<file path="config.mk">
export PLATFORM = sky130hd
export DESIGN_NAME = kpt_walker
export DESIGN_NICKNAME = d
export VERILOG_FILES = /design/src/rtl/kpt_pkg.sv /design/src/rtl/kpt_entry_decode.sv /design/src/rtl/kpt_key_collect.sv /design/src/rtl/kpt_walk_ctrl.sv /design/src/rtl/kpt_walker.sv
export SDC_FILE = /design/constraint.sdc
export NUM_CORES = 1
export LEC_CHECK = 0
export ABC_AREA = 0
export BUFFER_PORTS_ARGS = -buffer_cell sky130_fd_sc_hd__buf_2
export CAP_MARGIN = 20
export CORE_AREA = 5 5 170 172
export CTS_CLUSTER_SIZE = 28
export DETAILED_ROUTE_END_ITERATION = 16
export DIE_AREA = 0 0 175 177
export GPL_ROUTABILITY_DRIVEN = 1
export PLACE_DENSITY = 0.74
export REMOVE_ABC_BUFFERS = 1
export SETUP_SLACK_MARGIN = 0.2
export SYNTH_ARGS = -nofsm -noshare
export SYNTH_HDL_FRONTEND = slang
export SYNTH_SLANG_ARGS = --single-unit
export TNS_END_PERCENT = 10
</file>
<file path="constraint.sdc">
create_clock -name clk -period 2.5 [get_ports clk]
set_clock_uncertainty 0.05 [all_clocks]
set_input_delay 0.375 -clock clk [delete_from_list [all_inputs] [get_ports clk]]
set_output_delay 0.375 -clock clk [all_outputs]
set_load 0.01 [all_outputs]
</file>
<file path="src/rtl/kpt_pkg.sv">
package kpt_pkg;

  typedef enum logic [1:0] {
    ENT_INVALID = 2'd0,
    ENT_TABLE   = 2'd1,
    ENT_LEAF    = 2'd2,
    ENT_KEYED   = 2'd3
  } ent_kind_e;

  typedef enum logic [2:0] {
    PH_L1   = 3'd0,
    PH_L2   = 3'd1,
    PH_L3   = 3'd2,
    PH_XLAT = 3'd3,
    PH_KEY  = 3'd4
  } walk_phase_e;

  typedef enum logic [1:0] {
    ST_IDLE  = 2'd0,
    ST_ISSUE = 2'd1,
    ST_WAIT  = 2'd2,
    ST_DONE  = 2'd3
  } walk_state_e;

endpackage

</file>
<file path="src/rtl/kpt_entry_decode.sv">
module kpt_entry_decode
  import kpt_pkg::*;
#(
  parameter int AW      = 32,
  parameter int PG_BITS = 12
) (
  input  logic [AW-1:0]         word,
  output ent_kind_e             kind,
  output logic [AW-1:0]         ptr,
  output logic [AW-PG_BITS-1:0] ppn,
  output logic [PG_BITS-3:0]    attr
);

  function automatic logic [AW-1:0] word_align(input logic [AW-1:0] w);
    return {w[AW-1:2], 2'b00};
  endfunction

  assign kind = ent_kind_e'(word[1:0]);
  assign ptr  = word_align(word);
  assign ppn  = word[AW-1:PG_BITS];
  assign attr = word[PG_BITS-1:2];

endmodule

</file>
<file path="src/rtl/kpt_key_collect.sv">
module kpt_key_collect #(
  parameter int AW        = 32,
  parameter int KEY_WORDS = 4,
  localparam int KIW      = (KEY_WORDS > 1) ? $clog2(KEY_WORDS) : 1,
  localparam int KEY_W    = AW * KEY_WORDS
) (
  input  logic             clk,
  input  logic             rst_n,
  input  logic             clr,
  input  logic             wr,
  input  logic [KIW-1:0]   idx,
  input  logic [AW-1:0]    wdata,
  output logic [KEY_W-1:0] key
);

  for (genvar k = 0; k < KEY_WORDS; k++) begin : g_slot
    logic [AW-1:0] slot_q;
    always_ff @(posedge clk or negedge rst_n) begin
      if (!rst_n)                          slot_q <= '0;
      else if (clr)                        slot_q <= '0;
      else if (wr && idx == KIW'(k))       slot_q <= wdata;
    end
    assign key[k*AW +: AW] = slot_q;
  end

  AST_KEY_CLEARED: assert property (@(posedge clk) disable iff (!rst_n)
    clr |=> (key == '0));

endmodule

</file>
<file path="src/rtl/kpt_walk_ctrl.sv">
module kpt_walk_ctrl
  import kpt_pkg::*;
#(
  parameter int AW        = 32,
  parameter int L1_BITS   = 8,
  parameter int L2_BITS   = 6,
  parameter int L3_BITS   = 6,
  parameter int KEY_WORDS = 4,
  localparam int PG_BITS  = AW - L1_BITS - L2_BITS - L3_BITS,
  localparam int VPN_W    = AW - PG_BITS,
  localparam int LO_W     = L2_BITS + L3_BITS,
  localparam int KIW      = (KEY_WORDS > 1) ? $clog2(KEY_WORDS) : 1
) (
  input  logic               clk,
  input  logic               rst_n,
  input  logic               req_valid,
  output logic               req_ready,
  input  logic [VPN_W-1:0]   req_vpn,
  input  logic               req_is_instr,
  input  logic [AW-1:0]      root_ptr,
  output logic               mem_rd_valid,
  output logic [AW-1:0]      mem_rd_addr,
  input  logic               mem_rsp_valid,
  input  ent_kind_e          ent_kind,
  input  logic [AW-1:0]      ent_ptr,
  input  logic [VPN_W-1:0]   ent_ppn,
  input  logic [PG_BITS-3:0] ent_attr,
  output logic               key_clr,
  output logic               key_wr,
  output logic [KIW-1:0]     key_idx,
  output logic               done_valid,
  output logic               done_fault,
  output logic               done_is_instr,
  output logic [VPN_W-1:0]   done_ppn,
  output logic [PG_BITS-3:0] done_attr,
  output logic               done_key_valid
);

  function automatic logic [AW-1:0] slot_addr(input logic [AW-1:0] base,
                                              input logic [AW-1:0] idx);
    return base + (idx << 2);
  endfunction

  function automatic logic [AW-1:0] next_word(input logic [AW-1:0] a);
    return a + AW'(4);
  endfunction

  walk_state_e        state_q;
  walk_phase_e        phase_q;
  logic [LO_W-1:0]    vlo_q;
  logic               instr_q;
  logic [AW-1:0]      rd_addr_q;
  logic [KIW-1:0]     kidx_q;
  logic               fault_q;
  logic [VPN_W-1:0]   ppn_q;
  logic [PG_BITS-3:0] attr_q;
  logic               keyv_q;
  logic               outst_q;

  logic               accept;
  logic               rsp_take;
  logic [L2_BITS-1:0] idx2;
  logic [L3_BITS-1:0] idx3;

  assign req_ready    = (state_q == ST_IDLE);
  assign accept       = req_valid && req_ready;
  assign rsp_take     = (state_q == ST_WAIT) && mem_rsp_valid;
  assign idx2         = vlo_q[LO_W-1 -: L2_BITS];
  assign idx3         = vlo_q[L3_BITS-1:0];

  assign mem_rd_valid = (state_q == ST_ISSUE);
  assign mem_rd_addr  = rd_addr_q;

  assign key_clr      = accept;
  assign key_wr       = rsp_take && (phase_q == PH_KEY);
  assign key_idx      = kidx_q;

  assign done_valid     = (state_q == ST_DONE);
  assign done_fault     = fault_q;
  assign done_is_instr  = instr_q;
  assign done_ppn       = ppn_q;
  assign done_attr      = attr_q;
  assign done_key_valid = keyv_q;

  always_ff @(posedge clk or negedge rst_n) begin
    if (!rst_n) begin
      state_q   <= ST_IDLE;
      phase_q   <= PH_L1;
      vlo_q     <= '0;
      instr_q   <= 1'b0;
      rd_addr_q <= '0;
      kidx_q    <= '0;
      fault_q   <= 1'b0;
      ppn_q     <= '0;
      attr_q    <= '0;
      keyv_q    <= 1'b0;
    end else begin
      unique case (state_q)
        ST_IDLE: if (req_valid) begin
          vlo_q     <= req_vpn[LO_W-1:0];
          instr_q   <= req_is_instr;
          rd_addr_q <= slot_addr(root_ptr, AW'(req_vpn[VPN_W-1 -: L1_BITS]));
          phase_q   <= PH_L1;
          kidx_q    <= '0;
          fault_q   <= 1'b0;
          ppn_q     <= '0;
          attr_q    <= '0;
          keyv_q    <= 1'b0;
          state_q   <= ST_ISSUE;
        end
        ST_ISSUE: state_q <= ST_WAIT;
        ST_WAIT: if (mem_rsp_valid) begin
          unique case (phase_q)
            PH_L1: begin
              if (ent_kind == ENT_TABLE) begin
                rd_addr_q <= slot_addr(ent_ptr, AW'(idx2));
                phase_q   <= PH_L2;
                state_q   <= ST_ISSUE;
              end else begin
                fault_q <= 1'b1;
                state_q <= ST_DONE;
              end
            end
            PH_L2: begin
              if (ent_kind == ENT_TABLE) begin
                rd_addr_q <= slot_addr(ent_ptr, AW'(idx3));
                phase_q   <= PH_L3;
                state_q   <= ST_ISSUE;
              end else if (ent_kind == ENT_KEYED) begin
                rd_addr_q <= ent_ptr;
                phase_q   <= PH_XLAT;
                state_q   <= ST_ISSUE;
              end else begin
                fault_q <= 1'b1;
                state_q <= ST_DONE;
              end
            end
            PH_L3: begin
              if (ent_kind == ENT_LEAF) begin
                ppn_q  <= ent_ppn;
                attr_q <= ent_attr;
              end else begin
                fault_q <= 1'b1;
              end
              state_q <= ST_DONE;
            end
            PH_XLAT: begin
              if (ent_kind == ENT_LEAF) begin
                ppn_q  <= ent_ppn;
                attr_q <= ent_attr;
                if (instr_q) begin
                  rd_addr_q <= next_word(rd_addr_q);
                  kidx_q    <= '0;
                  phase_q   <= PH_KEY;
                  state_q   <= ST_ISSUE;
                end else begin
                  state_q <= ST_DONE;
                end
              end else begin
                fault_q <= 1'b1;
                state_q <= ST_DONE;
              end
            end
            PH_KEY: begin
              if (kidx_q == KIW'(KEY_WORDS - 1)) begin
                keyv_q  <= 1'b1;
                state_q <= ST_DONE;
              end else begin
                kidx_q    <= kidx_q + KIW'(1);
                rd_addr_q <= next_word(rd_addr_q);
                state_q   <= ST_ISSUE;
              end
            end
            default: begin
              fault_q <= 1'b1;
              state_q <= ST_DONE;
            end
          endcase
        end
        ST_DONE: state_q <= ST_IDLE;
        default: state_q <= ST_IDLE;
      endcase
    end
  end

  always_ff @(posedge clk or negedge rst_n) begin
    if (!rst_n)             outst_q <= 1'b0;
    else if (mem_rd_valid)  outst_q <= 1'b1;
    else if (mem_rsp_valid) outst_q <= 1'b0;
  end

  AST_SINGLE_READ: assert property (@(posedge clk) disable iff (!rst_n)
    mem_rd_valid |-> !outst_q);

  AST_READ_PULSE: assert property (@(posedge clk) disable iff (!rst_n)
    mem_rd_valid |=> !mem_rd_valid);

  AST_DONE_PULSE: assert property (@(posedge clk) disable iff (!rst_n)
    done_valid |=> !done_valid);

  AST_BUSY_AFTER_ACCEPT: assert property (@(posedge clk) disable iff (!rst_n)
    accept |=> !req_ready);

  AST_SIDE_ECHO: assert property (@(posedge clk) disable iff (!rst_n)
    accept |=> (done_is_instr == $past(req_is_instr)));

endmodule

</file>
<file path="src/rtl/kpt_walker.sv">
module kpt_walker
  import kpt_pkg::*;
#(
  parameter int AW        = 32,
  parameter int L1_BITS   = 8,
  parameter int L2_BITS   = 6,
  parameter int L3_BITS   = 6,
  parameter int KEY_WORDS = 4,
  localparam int PG_BITS  = AW - L1_BITS - L2_BITS - L3_BITS,
  localparam int VPN_W    = AW - PG_BITS,
  localparam int ATTR_W   = PG_BITS - 2,
  localparam int KEY_W    = AW * KEY_WORDS,
  localparam int KIW      = (KEY_WORDS > 1) ? $clog2(KEY_WORDS) : 1
) (
  input  logic              clk,
  input  logic              rst_n,
  input  logic              req_valid,
  output logic              req_ready,
  input  logic [VPN_W-1:0]  req_vpn,
  input  logic              req_is_instr,
  input  logic [AW-1:0]     root_ptr,
  output logic              mem_rd_valid,
  output logic [AW-1:0]     mem_rd_addr,
  input  logic              mem_rsp_valid,
  input  logic [AW-1:0]     mem_rsp_data,
  output logic              done_valid,
  output logic              done_fault,
  output logic              done_is_instr,
  output logic [VPN_W-1:0]  done_ppn,
  output logic [ATTR_W-1:0] done_attr,
  output logic              done_key_valid,
  output logic [KEY_W-1:0]  done_key
);

  ent_kind_e          ent_kind;
  logic [AW-1:0]      ent_ptr;
  logic [VPN_W-1:0]   ent_ppn;
  logic [ATTR_W-1:0]  ent_attr;
  logic               key_clr;
  logic               key_wr;
  logic [KIW-1:0]     key_idx;

  kpt_entry_decode #(.AW(AW), .PG_BITS(PG_BITS)) i_decode (
    .word (mem_rsp_data),
    .kind (ent_kind),
    .ptr  (ent_ptr),
    .ppn  (ent_ppn),
    .attr (ent_attr)
  );

  kpt_walk_ctrl #(
    .AW(AW), .L1_BITS(L1_BITS), .L2_BITS(L2_BITS), .L3_BITS(L3_BITS),
    .KEY_WORDS(KEY_WORDS)
  ) i_ctrl (
    .clk            (clk),
    .rst_n          (rst_n),
    .req_valid      (req_valid),
    .req_ready      (req_ready),
    .req_vpn        (req_vpn),
    .req_is_instr   (req_is_instr),
    .root_ptr       (root_ptr),
    .mem_rd_valid   (mem_rd_valid),
    .mem_rd_addr    (mem_rd_addr),
    .mem_rsp_valid  (mem_rsp_valid),
    .ent_kind       (ent_kind),
    .ent_ptr        (ent_ptr),
    .ent_ppn        (ent_ppn),
    .ent_attr       (ent_attr),
    .key_clr        (key_clr),
    .key_wr         (key_wr),
    .key_idx        (key_idx),
    .done_valid     (done_valid),
    .done_fault     (done_fault),
    .done_is_instr  (done_is_instr),
    .done_ppn       (done_ppn),
    .done_attr      (done_attr),
    .done_key_valid (done_key_valid)
  );

  kpt_key_collect #(.AW(AW), .KEY_WORDS(KEY_WORDS)) i_key (
    .clk   (clk),
    .rst_n (rst_n),
    .clr   (key_clr),
    .wr    (key_wr),
    .idx   (key_idx),
    .wdata (mem_rsp_data),
    .key   (done_key)
  );

  AST_KEY_INSTR_ONLY: assert property (@(posedge clk) disable iff (!rst_n)
    (done_valid && done_key_valid) |-> done_is_instr);

  AST_FAULT_CLEAN: assert property (@(posedge clk) disable iff (!rst_n)
    (done_valid && done_fault) |-> (!done_key_valid && done_ppn == '0 && done_attr == '0));

  AST_NO_KEY_NO_DATA: assert property (@(posedge clk) disable iff (!rst_n)
    (done_valid && !done_key_valid) |-> (done_key == '0));

endmodule

</file>
==> results_dict.tcl, run 1 <==
set metrics [dict create \
    syn-cell-area_sq_mm 0.0120 \
    fin_nets 1897 \
    hold_class "in2reg" \
    path_max_fanout 6 \
    crit_path_start "i_ctrl.vlo_q[7]" \
    place_area_sq_mm 0.0144 \
    grt_pass1_vias 11764 \
    cp-start-kind "flop" \
    rows 61 \
    final.fill_count 2488 \
    setup_viol 0 \
    place_hpwl_um 31900 \
    final_area_sq_mm 0.0157 \
    area_delta_synth_final_pct 30.6 \
    worst_slew_pin_slew_ns 0.680 \
    clkSlewWorstSetupHoldPaths_ns 0.06 \
    antenna_found_initial 2 \
    core_area_sq_mm 0.0273 \
    die_x_um 175 \
    rsz0062_at_grt "yes" \
    routed-via-count 12025 \
    io_buffers 284 \
    hold_start "req_vpn[6]" \
    max-cap-violations 0 \
    grt_overflow_total 0 \
    required_ns 2.85 \
    root_buffer "clkbuf_16" \
    chipHeight_um 177 \
    place_ws_ns -0.177 \
    final_cell_mix "413 x nand2_1, 283 x buf_2, 208 x dfrtp_1" \
    cp-end-kind "flop" \
    async_flop_share_pct 100 \
    avgRoutedWirePerCell_um 20.3 \
    status "complete, no violations" \
    vdd_ir_drop_max_v 0.000572 \
    final_hold_viol_count 0 \
    start_util_pct 43.9 \
    cts_tree "built" \
    grt_pass1_wl_um 67100 \
    drt_pre_antenna_iters 5 \
    htree_num_levels 1 \
    powerDensity_mw_per_mm2 909 \
    leakage_nw 7.30 \
    gp_congestion 0.954 \
    layout_commonest_cell "nand2_1" \
    fin_util_pct 57.4 \
    insertion_delay_ns 0.51 \
    crit_arrival_ns 2.69 \
    cts_buffers 24 \
    drive_gt1_share_pct 29.2 \
    cts_buffer_depth 3 \
    netlist-cell-type-count 74 \
    synth_edf_count 0 \
    period_needed_ns 2.35 \
    worst_slack_ns 0.153 \
    clkSinkCount 212 \
    viasPerCell 5.61 \
    synth.avg_cell_area_sq_um 8.38 \
    ys_seq_area_share_pct 44.2 \
    fmax_ghz 0.426 \
    first_iter_violations 1250 \
    ys.warnings.count 0 \
    die_area_sq_mm 0.0310 \
    routed_wl_um 43600 \
    grt_max_degree 86 \
    io_pins 285 \
    drc 0 \
    ant_nets 0 \
    maxSlewViolCount 0 \
    track_usage_pct 27.2 \
    synth_flop_cell "dfrtp_1" \
    worstSetupPathType "reg2reg" \
    ys_ff_latch 212 \
    relSlewSlack_pct 54.6 \
    timing.rr.start "i_ctrl.vlo_q[7]" \
    syn_inst 1432 \
    fin_crit_sh_pct 93.9 \
]
worst max-delay path: stages (launching register included):
cell and delay (ns):
dfrtp_2 0.44, buf_4 0.15, fa_2 0.39, a211oi_2 0.23, o21a_2 0.27, nor2_4 0.10, nand4_1 0.13, xnor2_1 0.10
a221oi_1 0.27, a21oi_1 0.11
report_power, final:
group	switching, W	internal, W	leakage (nW)
clock	0.00143	0.00232	0.402
combinational	0.00345	0.00232	4.07
sequential	0.000665	0.00406	2.83
final timing paths:
path	endpoint	slack, ns	depth (start not counted)
max	i_ctrl.mem_rd_addr[18]	0.15	9
min	i_ctrl.vlo_q[6]	0.02	3
max reg2reg	i_ctrl.mem_rd_addr[18]	0.15	9
min reg2reg	i_ctrl.done_ppn[19]	0.42	2
max in group asynchronous	i_key.g_slot[0].slot_q[18]	1.25	3
min in group asynchronous	i_key.g_slot[1].slot_q[0]	0.42	2
per-stage QoR:
step,hold slack (ns),cells,TNS [ns],total power [W]
2_1_floorplan,0.0294,1322,-329.34,0.00741
3_5_place_dp,0.377,2078,-1.79,0.0101
5_1_grt,0.0161,2143,0,0.0150
6_report,0.0172,2144,0,0.0143
4_1_cts,0.00694,2133,0,0.0140
3_3_place_gp,0.386,2078,-1.21,0.00999
cells in the mapped netlist (4+ instances only):
| master | n | area [sq um] |
|---|---|---|
| o21a_1 | 4 | 30.0 |
| ha_1 | 25 | 313 |
| dfrtp_1 | 212 | 5310 |
| a21oi_1 | 160 | 801 |
| o211ai_1 | 9 | 67.6 |
| and4_1 | 6 | 52.6 |
| o21ai_1 | 4 | 20.0 |
| nand3_1 | 36 | 180 |
| nand3b_1 | 4 | 30.0 |
| o22ai_1 | 19 | 119 |
| a21o_1 | 8 | 60.1 |
| nor3_1 | 13 | 65.1 |
| nand2_1 | 414 | 1550 |
| nor2_1 | 64 | 240 |
| a211oi_1 | 7 | 52.6 |
| o31ai_1 | 4 | 30.0 |
| o221ai_1 | 4 | 35.0 |
| a221oi_1 | 17 | 149 |
| buf_4 | 20 | 150 |
| nand4_1 | 30 | 188 |
| xor2_1 | 40 | 350 |
| xnor2_1 | 56 | 490 |
| and3_1 | 16 | 100 |
| and2_1 | 9 | 56.3 |
| buf_2 | 43 | 215 |
| clkbuf_1 | 43 | 161 |
| a31oi_1 | 4 | 25.0 |
| o21ai_0 | 68 | 340 |
| inv_1 | 12 | 45.0 |
| nor2b_1 | 10 | 62.6 |
| nand2b_1 | 5 | 31.3 |
state kept, by name, summed over array words and instances, names as in the netlist:
signal,flops
i_ctrl.done_ppn,20
i_ctrl.done_fault,1
i_key.g_slot.slot_q,128
i_ctrl.done_is_instr,1
i_ctrl.done_attr,10
i_ctrl.mem_rd_addr,32
i_ctrl.phase_q,3
i_ctrl.key_idx,2
i_ctrl.vlo_q,12
i_ctrl.done_key_valid,1
i_ctrl.state_q,2
area by class of cell:
class | count | area [sq um] | area share [%]
clock buffer | 35 | 693 | 4.42
multi-input combinational | 1098 | 6360 | 40.6
inverter | 12 | 45.0 | 0.287
clock inverter | 7 | 138 | 0.878
timing repair buffer | 432 | 2690 | 17.2
sequential | 212 | 5310 | 33.9
tap | 346 | 433 | 2.76
antenna | 2 | 5.00 | 0.0319
logic make-up after synthesis:
logic type | after synthesis | share of synthesized area [%]
AND/OR/NAND/NOR | 633 | 23.6
AO/OA/AOI/OAI | 338 | 16.8
flip-flops | 212 | 44.2
buffers and inverters | 122 | 4.98
XOR/XNOR | 96 | 7.01
adder cells (fa/ha/maj) | 28 | 3.11
multiplexers | 3 | 0.250
metal layers:
layer | GRT usage, % | wire [um]
met4 | 10.1 | 1760
met2 | 45.2 | 21000
met1 | 35.3 | 17500
met3 | 5.40 | 3390
met5 | 0 | 0
what timing repair did:
item / CTS / global route
buffers inserted: 5 / 9
gates resized for setup: 18 / 32
pin swaps: 10 / 20
hold endpoints to repair: 85 / 0
hold buffers: 8 / 0
setup endpoints to repair: 25 / 152
(Power assumes the default switching activity.)
==> run 2, diff against run 1 <==
--- a/config.mk
+++ b/config.mk
@@ -8,12 +8,15 @@
 export ABC_AREA = 0
 export BUFFER_PORTS_ARGS = -buffer_cell sky130_fd_sc_hd__buf_2
 export CAP_MARGIN = 20
-export CORE_AREA = 5 5 170 172
+export CELL_PAD_IN_SITES_DETAIL_PLACEMENT = 0
+export CELL_PAD_IN_SITES_GLOBAL_PLACEMENT = 2
+export CORE_AREA = 5 5 200 202
 export CTS_CLUSTER_SIZE = 28
 export DETAILED_ROUTE_END_ITERATION = 16
-export DIE_AREA = 0 0 175 177
+export DIE_AREA = 0 0 205 207
 export GPL_ROUTABILITY_DRIVEN = 1
-export PLACE_DENSITY = 0.74
+export HOLD_SLACK_MARGIN = 0.12
+export PLACE_DENSITY = 0.87
 export REMOVE_ABC_BUFFERS = 1
 export SETUP_SLACK_MARGIN = 0.2
 export SYNTH_ARGS = -nofsm -noshare
==> results_dict.tcl, run 2 (synthesis results as in run 1) <==
set metrics [dict create \
    status "complete, no violations" \
    clkSlewWorstSetupHoldPaths_ns 0.06 \
    top_usage_layer "met2" \
    antenna_found_initial 3 \
    track_usage_pct 22.0 \
    relSlewSlack_pct 56.0 \
    vdd_ir_drop_max_v 0.000522 \
    worst_slew_pin_slew_ns 0.653 \
    first_iter_violations 778 \
    met1_usage_pct 31.5 \
    setup_viol 0 \
    grt_pass1_wl_um 73900 \
    fin_crit_sh_pct 94.1 \
    area_delta_synth_final_pct 34.5 \
    drt_pre_antenna_iters 5 \
    core_area_sq_mm 0.0381 \
    insertion_delay_ns 0.53 \
    r2r_setup_slack_ns 0.15 \
    grt_pass1_vias 11875 \
    hold_class "in2reg" \
    final.fill_count 3928 \
    layout_commonest_cell "nand2_1" \
    place_hpwl_um 35100 \
    path_max_fanout 4 \
    final_cells 2347 \
    cts_buffers 24 \
    viasPerCell 5.12 \
    final_cell_mix "413 x nand2_1, 283 x buf_2, 210 x dfrtp_1" \
    start_util_pct 31.5 \
    required_ns 2.84 \
    largest_reg_flops 128 \
    routed_wl_um 48600 \
    ant_nets 0 \
    worstSetupPathType "reg2reg" \
    final_hold_viol_count 0 \
    routed-via-count 12022 \
    dpl.cell_count 2267 \
    io_pins 285 \
    worst_slack_ns 0.147 \
    chipHeight_um 207 \
    max-cap-violations 0 \
    avgRoutedWirePerCell_um 20.7 \
    fmax_ghz 0.425 \
    io_buffers 284 \
    use_met2_pct 35.8 \
    period_needed_ns 2.35 \
    place_ws_ns -0.205 \
    cts_tree "built" \
    regMostFlops "i_key.g_slot.slot_q" \
    cp-end-kind "flop" \
    root_buffer "clkbuf_16" \
    rows 72 \
    cts_buffer_depth 3 \
    crit_arrival_ns 2.70 \
    met3_usage_pct 2.92 \
    fin_util_pct 42.4 \
    die_area_sq_mm 0.0424 \
    cp-start-kind "flop" \
    grt_max_degree 72 \
    hold_ws_ns 0.153 \
    powerDensity_mw_per_mm2 875 \
    clkSinkCount 212 \
    gp_congestion 0.920 \
    drive_gt1_share_pct 29.9 \
    leakage_nw 7.42 \
    drc 0 \
    rsz0062_at_grt "yes" \
    fin_nets 1928 \
    die_x_um 205 \
    grt_overflow_total 0 \
    maxSlewViolCount 0 \
    htree_num_levels 1 \
]
run 2: final timing paths:
| kind | from | endpoint | cells past startpoint |
|---|---|---|---|
| worst max-delay path | i_ctrl.vlo_q[1] | i_ctrl.mem_rd_addr[21] | 10 |
| worst min-delay path | mem_rsp_data[19] | i_key.g_slot[1].slot_q[19] | 3 |
| worst max register to register | i_ctrl.vlo_q[1] | i_ctrl.mem_rd_addr[21] | 10 |
| worst min register to register | i_ctrl.done_ppn[7] | i_ctrl.done_ppn[7] | 2 |
| max in group asynchronous | rst_n | i_key.g_slot[0].slot_q[27] | 3 |
| min in group asynchronous | rst_n | i_key.g_slot[3].slot_q[5] | 2 |
run 2: final cells by class:
type | count | area [sq um] | share of cell area, %
Antenna cell | 1 | 2.50 | 0.0155
Clock buffer | 37 | 691 | 4.28
Clock inverter | 6 | 40.0 | 0.248
Inverter | 12 | 45.0 | 0.279
Multi-Input combinational cell | 1098 | 6380 | 39.5
Sequential cell | 212 | 5310 | 32.9
Tap cell | 518 | 648 | 4.01
Timing Repair Buffer | 463 | 3030 | 18.8
run 2: where the power goes:
part / switching [W] / internal [W]
combinational: 0.00358 / 0.00245
sequential: 0.000669 / 0.00406
clock: 0.00146 / 0.00190
run 2: worst max-delay path, stage by stage, from the launching register on:
cell      delay, ns
dfrtp_1        0.41
ha_4           0.23
a211oi_2       0.17
o21ai_1        0.12
buf_4          0.16
o211ai_1       0.32
buf_4          0.20
nor2_1         0.05
xor2_1         0.14
a21oi_1        0.29
a211oi_2       0.08
run 2: metrics by stage:
| step | setup TNS [ns] | instance area (sq um) | total power (W) |
|---|---|---|---|
| 4_1_cts | 0 | 15900 | 0.0140 |
| 2_1_floorplan | -329.34 | 11400 | 0.00741 |
| 3_5_place_dp | -2.32 | 14800 | 0.0104 |
| 6_report | 0 | 16100 | 0.0141 |
| 5_1_grt | 0 | 16100 | 0.0150 |
| 3_3_place_gp | -1.48 | 14800 | 0.0103 |
run 2: repair_timing:
action	CTS	global route
hold buffers	23	0
gates resized for setup	27	31
gates cloned	0	1
buffers inserted	4	8
endpoints found under the hold margin	92	0
pin swaps	8	19
endpoints found under the setup margin	107	204
run 2: metal layers:
| layer | vias up | share of wire, % |
|---|---|---|
| li1 | 5673 | - |
| met1 | 5885 | 46 |
| met2 | 406 | 47 |
| met3 | 54 | 6.0 |
| met4 | 4 | 1.8 |
| met5 | - | 0.043 |
==> run 3, diff against run 2 <==
--- a/config.mk
+++ b/config.mk
@@ -8,15 +8,13 @@
 export ABC_AREA = 0
 export BUFFER_PORTS_ARGS = -buffer_cell sky130_fd_sc_hd__buf_2
 export CAP_MARGIN = 20
-export CELL_PAD_IN_SITES_DETAIL_PLACEMENT = 0
-export CELL_PAD_IN_SITES_GLOBAL_PLACEMENT = 2
-export CORE_AREA = 5 5 200 202
+export CORE_AREA = 5 5 170 172
 export CTS_CLUSTER_SIZE = 28
 export DETAILED_ROUTE_END_ITERATION = 16
-export DIE_AREA = 0 0 205 207
+export DIE_AREA = 0 0 175 177
 export GPL_ROUTABILITY_DRIVEN = 1
 export HOLD_SLACK_MARGIN = 0.12
-export PLACE_DENSITY = 0.87
+export PLACE_DENSITY = 0.74
 export REMOVE_ABC_BUFFERS = 1
 export SETUP_SLACK_MARGIN = 0.2
 export SYNTH_ARGS = -nofsm -noshare
==> results_dict.tcl, run 3 (synthesis results as in run 1) <==
set metrics [dict create \
    place_ws_ns -0.177 \
    grt_overflow_total 0 \
    drt_pre_antenna_iters 5 \
    rows 61 \
    layout_commonest_cell "nand2_1" \
    setup_viol 0 \
    htree_num_levels 1 \
    fin_crit_sh_pct 93.3 \
    final_cell_mix "413 x nand2_1, 283 x buf_2, 208 x dfrtp_1" \
    antenna_found_initial 2 \
    relSlewSlack_pct 54.0 \
    status "complete, no violations" \
    root_buffer "clkbuf_16" \
    die_area_sq_mm 0.0310 \
    path_max_fanout 6 \
    die_x_um 175 \
    routed-via-count 12129 \
    largest_reg_flops 128 \
    cp-start-kind "flop" \
    power.total_w 0.0143 \
    use_met2_pct 45.7 \
    top_usage_layer "met2" \
    worstSetupPathType "reg2reg" \
    vdd_ir_drop_max_v 0.000595 \
    routed_wl_um 43700 \
    maxSlewViolCount 0 \
    clkSinkCount 212 \
    period_needed_ns 2.33 \
    drive_gt1_share_pct 29.1 \
    place_hpwl_um 31900 \
    io_pins 285 \
    worst_slew_pin_slew_ns 0.688 \
    chipHeight_um 177 \
    regMostFlops "i_key.g_slot.slot_q" \
    met3_usage_pct 5.19 \
    hold_class "in2reg" \
    avgRoutedWirePerCell_um 20.3 \
    cts_tree "built" \
    fin_nets 1906 \
    start_util_pct 43.9 \
    required_ns 2.84 \
    cp-end-kind "flop" \
    grt_max_degree 86 \
    io_buffers 284 \
    core_area_sq_mm 0.0273 \
    crit_arrival_ns 2.68 \
    fmax_ghz 0.429 \
    max-cap-violations 0 \
    rsz0062_at_grt "yes" \
    powerDensity_mw_per_mm2 904 \
    grt_pass1_wl_um 67400 \
    viasPerCell 5.63 \
    grt_pass1_vias 11826 \
    min_delay_path_depth 3 \
    insertion_delay_ns 0.51 \
    leakage_nw 7.34 \
    cts_buffers 24 \
    ant_nets 0 \
    worst_slack_ns 0.168 \
    met1_usage_pct 35.5 \
    final_hold_viol_count 0 \
    drc 0 \
    cts_buffer_depth 3 \
    area_delta_synth_final_pct 31.3 \
    track_usage_pct 27.3 \
    clkSlewWorstSetupHoldPaths_ns 0.06 \
    first_iter_violations 1316 \
    gp_congestion 0.954 \
    reg2regPathDepth 9 \
]
## run 3: per-stage QoR
| step | TNS (ns) | cells | util [%] | area [sq um] | hold slack [ns] |
|---|---|---|---|---|---|
| final | 0 | 2153 | 57.7 | 15800 | 0.154 |
| after CTS | 0 | 2142 | 56.7 | 15500 | 0.133 |
| after detailed placement | -1.79 | 2078 | 52.7 | 14400 | 0.377 |
| after global placement | -1.21 | 2078 | 52.7 | 14400 | 0.386 |
| after floorplan | -329.34 | 1322 | - | 11400 | 0.0294 |
| after global routing | 0 | 2152 | 57.7 | 15800 | 0.150 |
## run 3: cell type report
cell class              count  area (sq um)
clock buffers              35           693
well taps                 346           433
fillers                  2475         11600
repair buffers            441          2780
multi-input cells        1098          6360
inverters                  12          45.0
clock inverters             7           138
diodes                      2          5.00
flip-flops and latches    212          5310
## run 3: per-layer routing
metal | wire length [um] | vias up
met4 | 1800 | 0
met5 | 0 | -
met1 | 17400 | 5843
met2 | 21100 | 557
met3 | 3430 | 111
li1 | - | 5618
## run 3: path summary, 6_finish.rpt
kind | start | to | slack [ns]
max | i_ctrl.vlo_q[7] | i_ctrl.mem_rd_addr[18] | 0.17
min | mem_rsp_data[31] | i_key.g_slot[3].slot_q[31] | 0.15
max reg2reg | i_ctrl.vlo_q[7] | i_ctrl.mem_rd_addr[18] | 0.17
min reg2reg | i_ctrl.done_ppn[19] | i_ctrl.done_ppn[19] | 0.42
max in group asynchronous | rst_n | i_key.g_slot[0].slot_q[18] | 1.25
min in group asynchronous | rst_n | i_key.g_slot[2].slot_q[1] | 0.42
## run 3: repair_timing
item                                    CTS  global route
endpoints found under the setup margin   25           152
pin swaps                                10            20
gates resized for setup                  18            32
buffers inserted                          5             9
hold endpoints to repair                 94             0
hold buffers                             17             0
## run 3: worst max-delay path, stage by stage (launching register included)
cell and delay, ns:
dfrtp_2 0.44, buf_4 0.15, fa_2 0.38, a211oi_2 0.23
o21a_2 0.27, nor2_4 0.09, nand4_1 0.12, xnor2_1 0.09
a221oi_1 0.27, a21oi_1 0.11
## run 3: report_power, final
group          leakage, nW  switching (W)  internal (W)
Sequential            2.83       0.000665       0.00406
Clock                0.402        0.00143       0.00232
Combinational         4.11        0.00345       0.00233
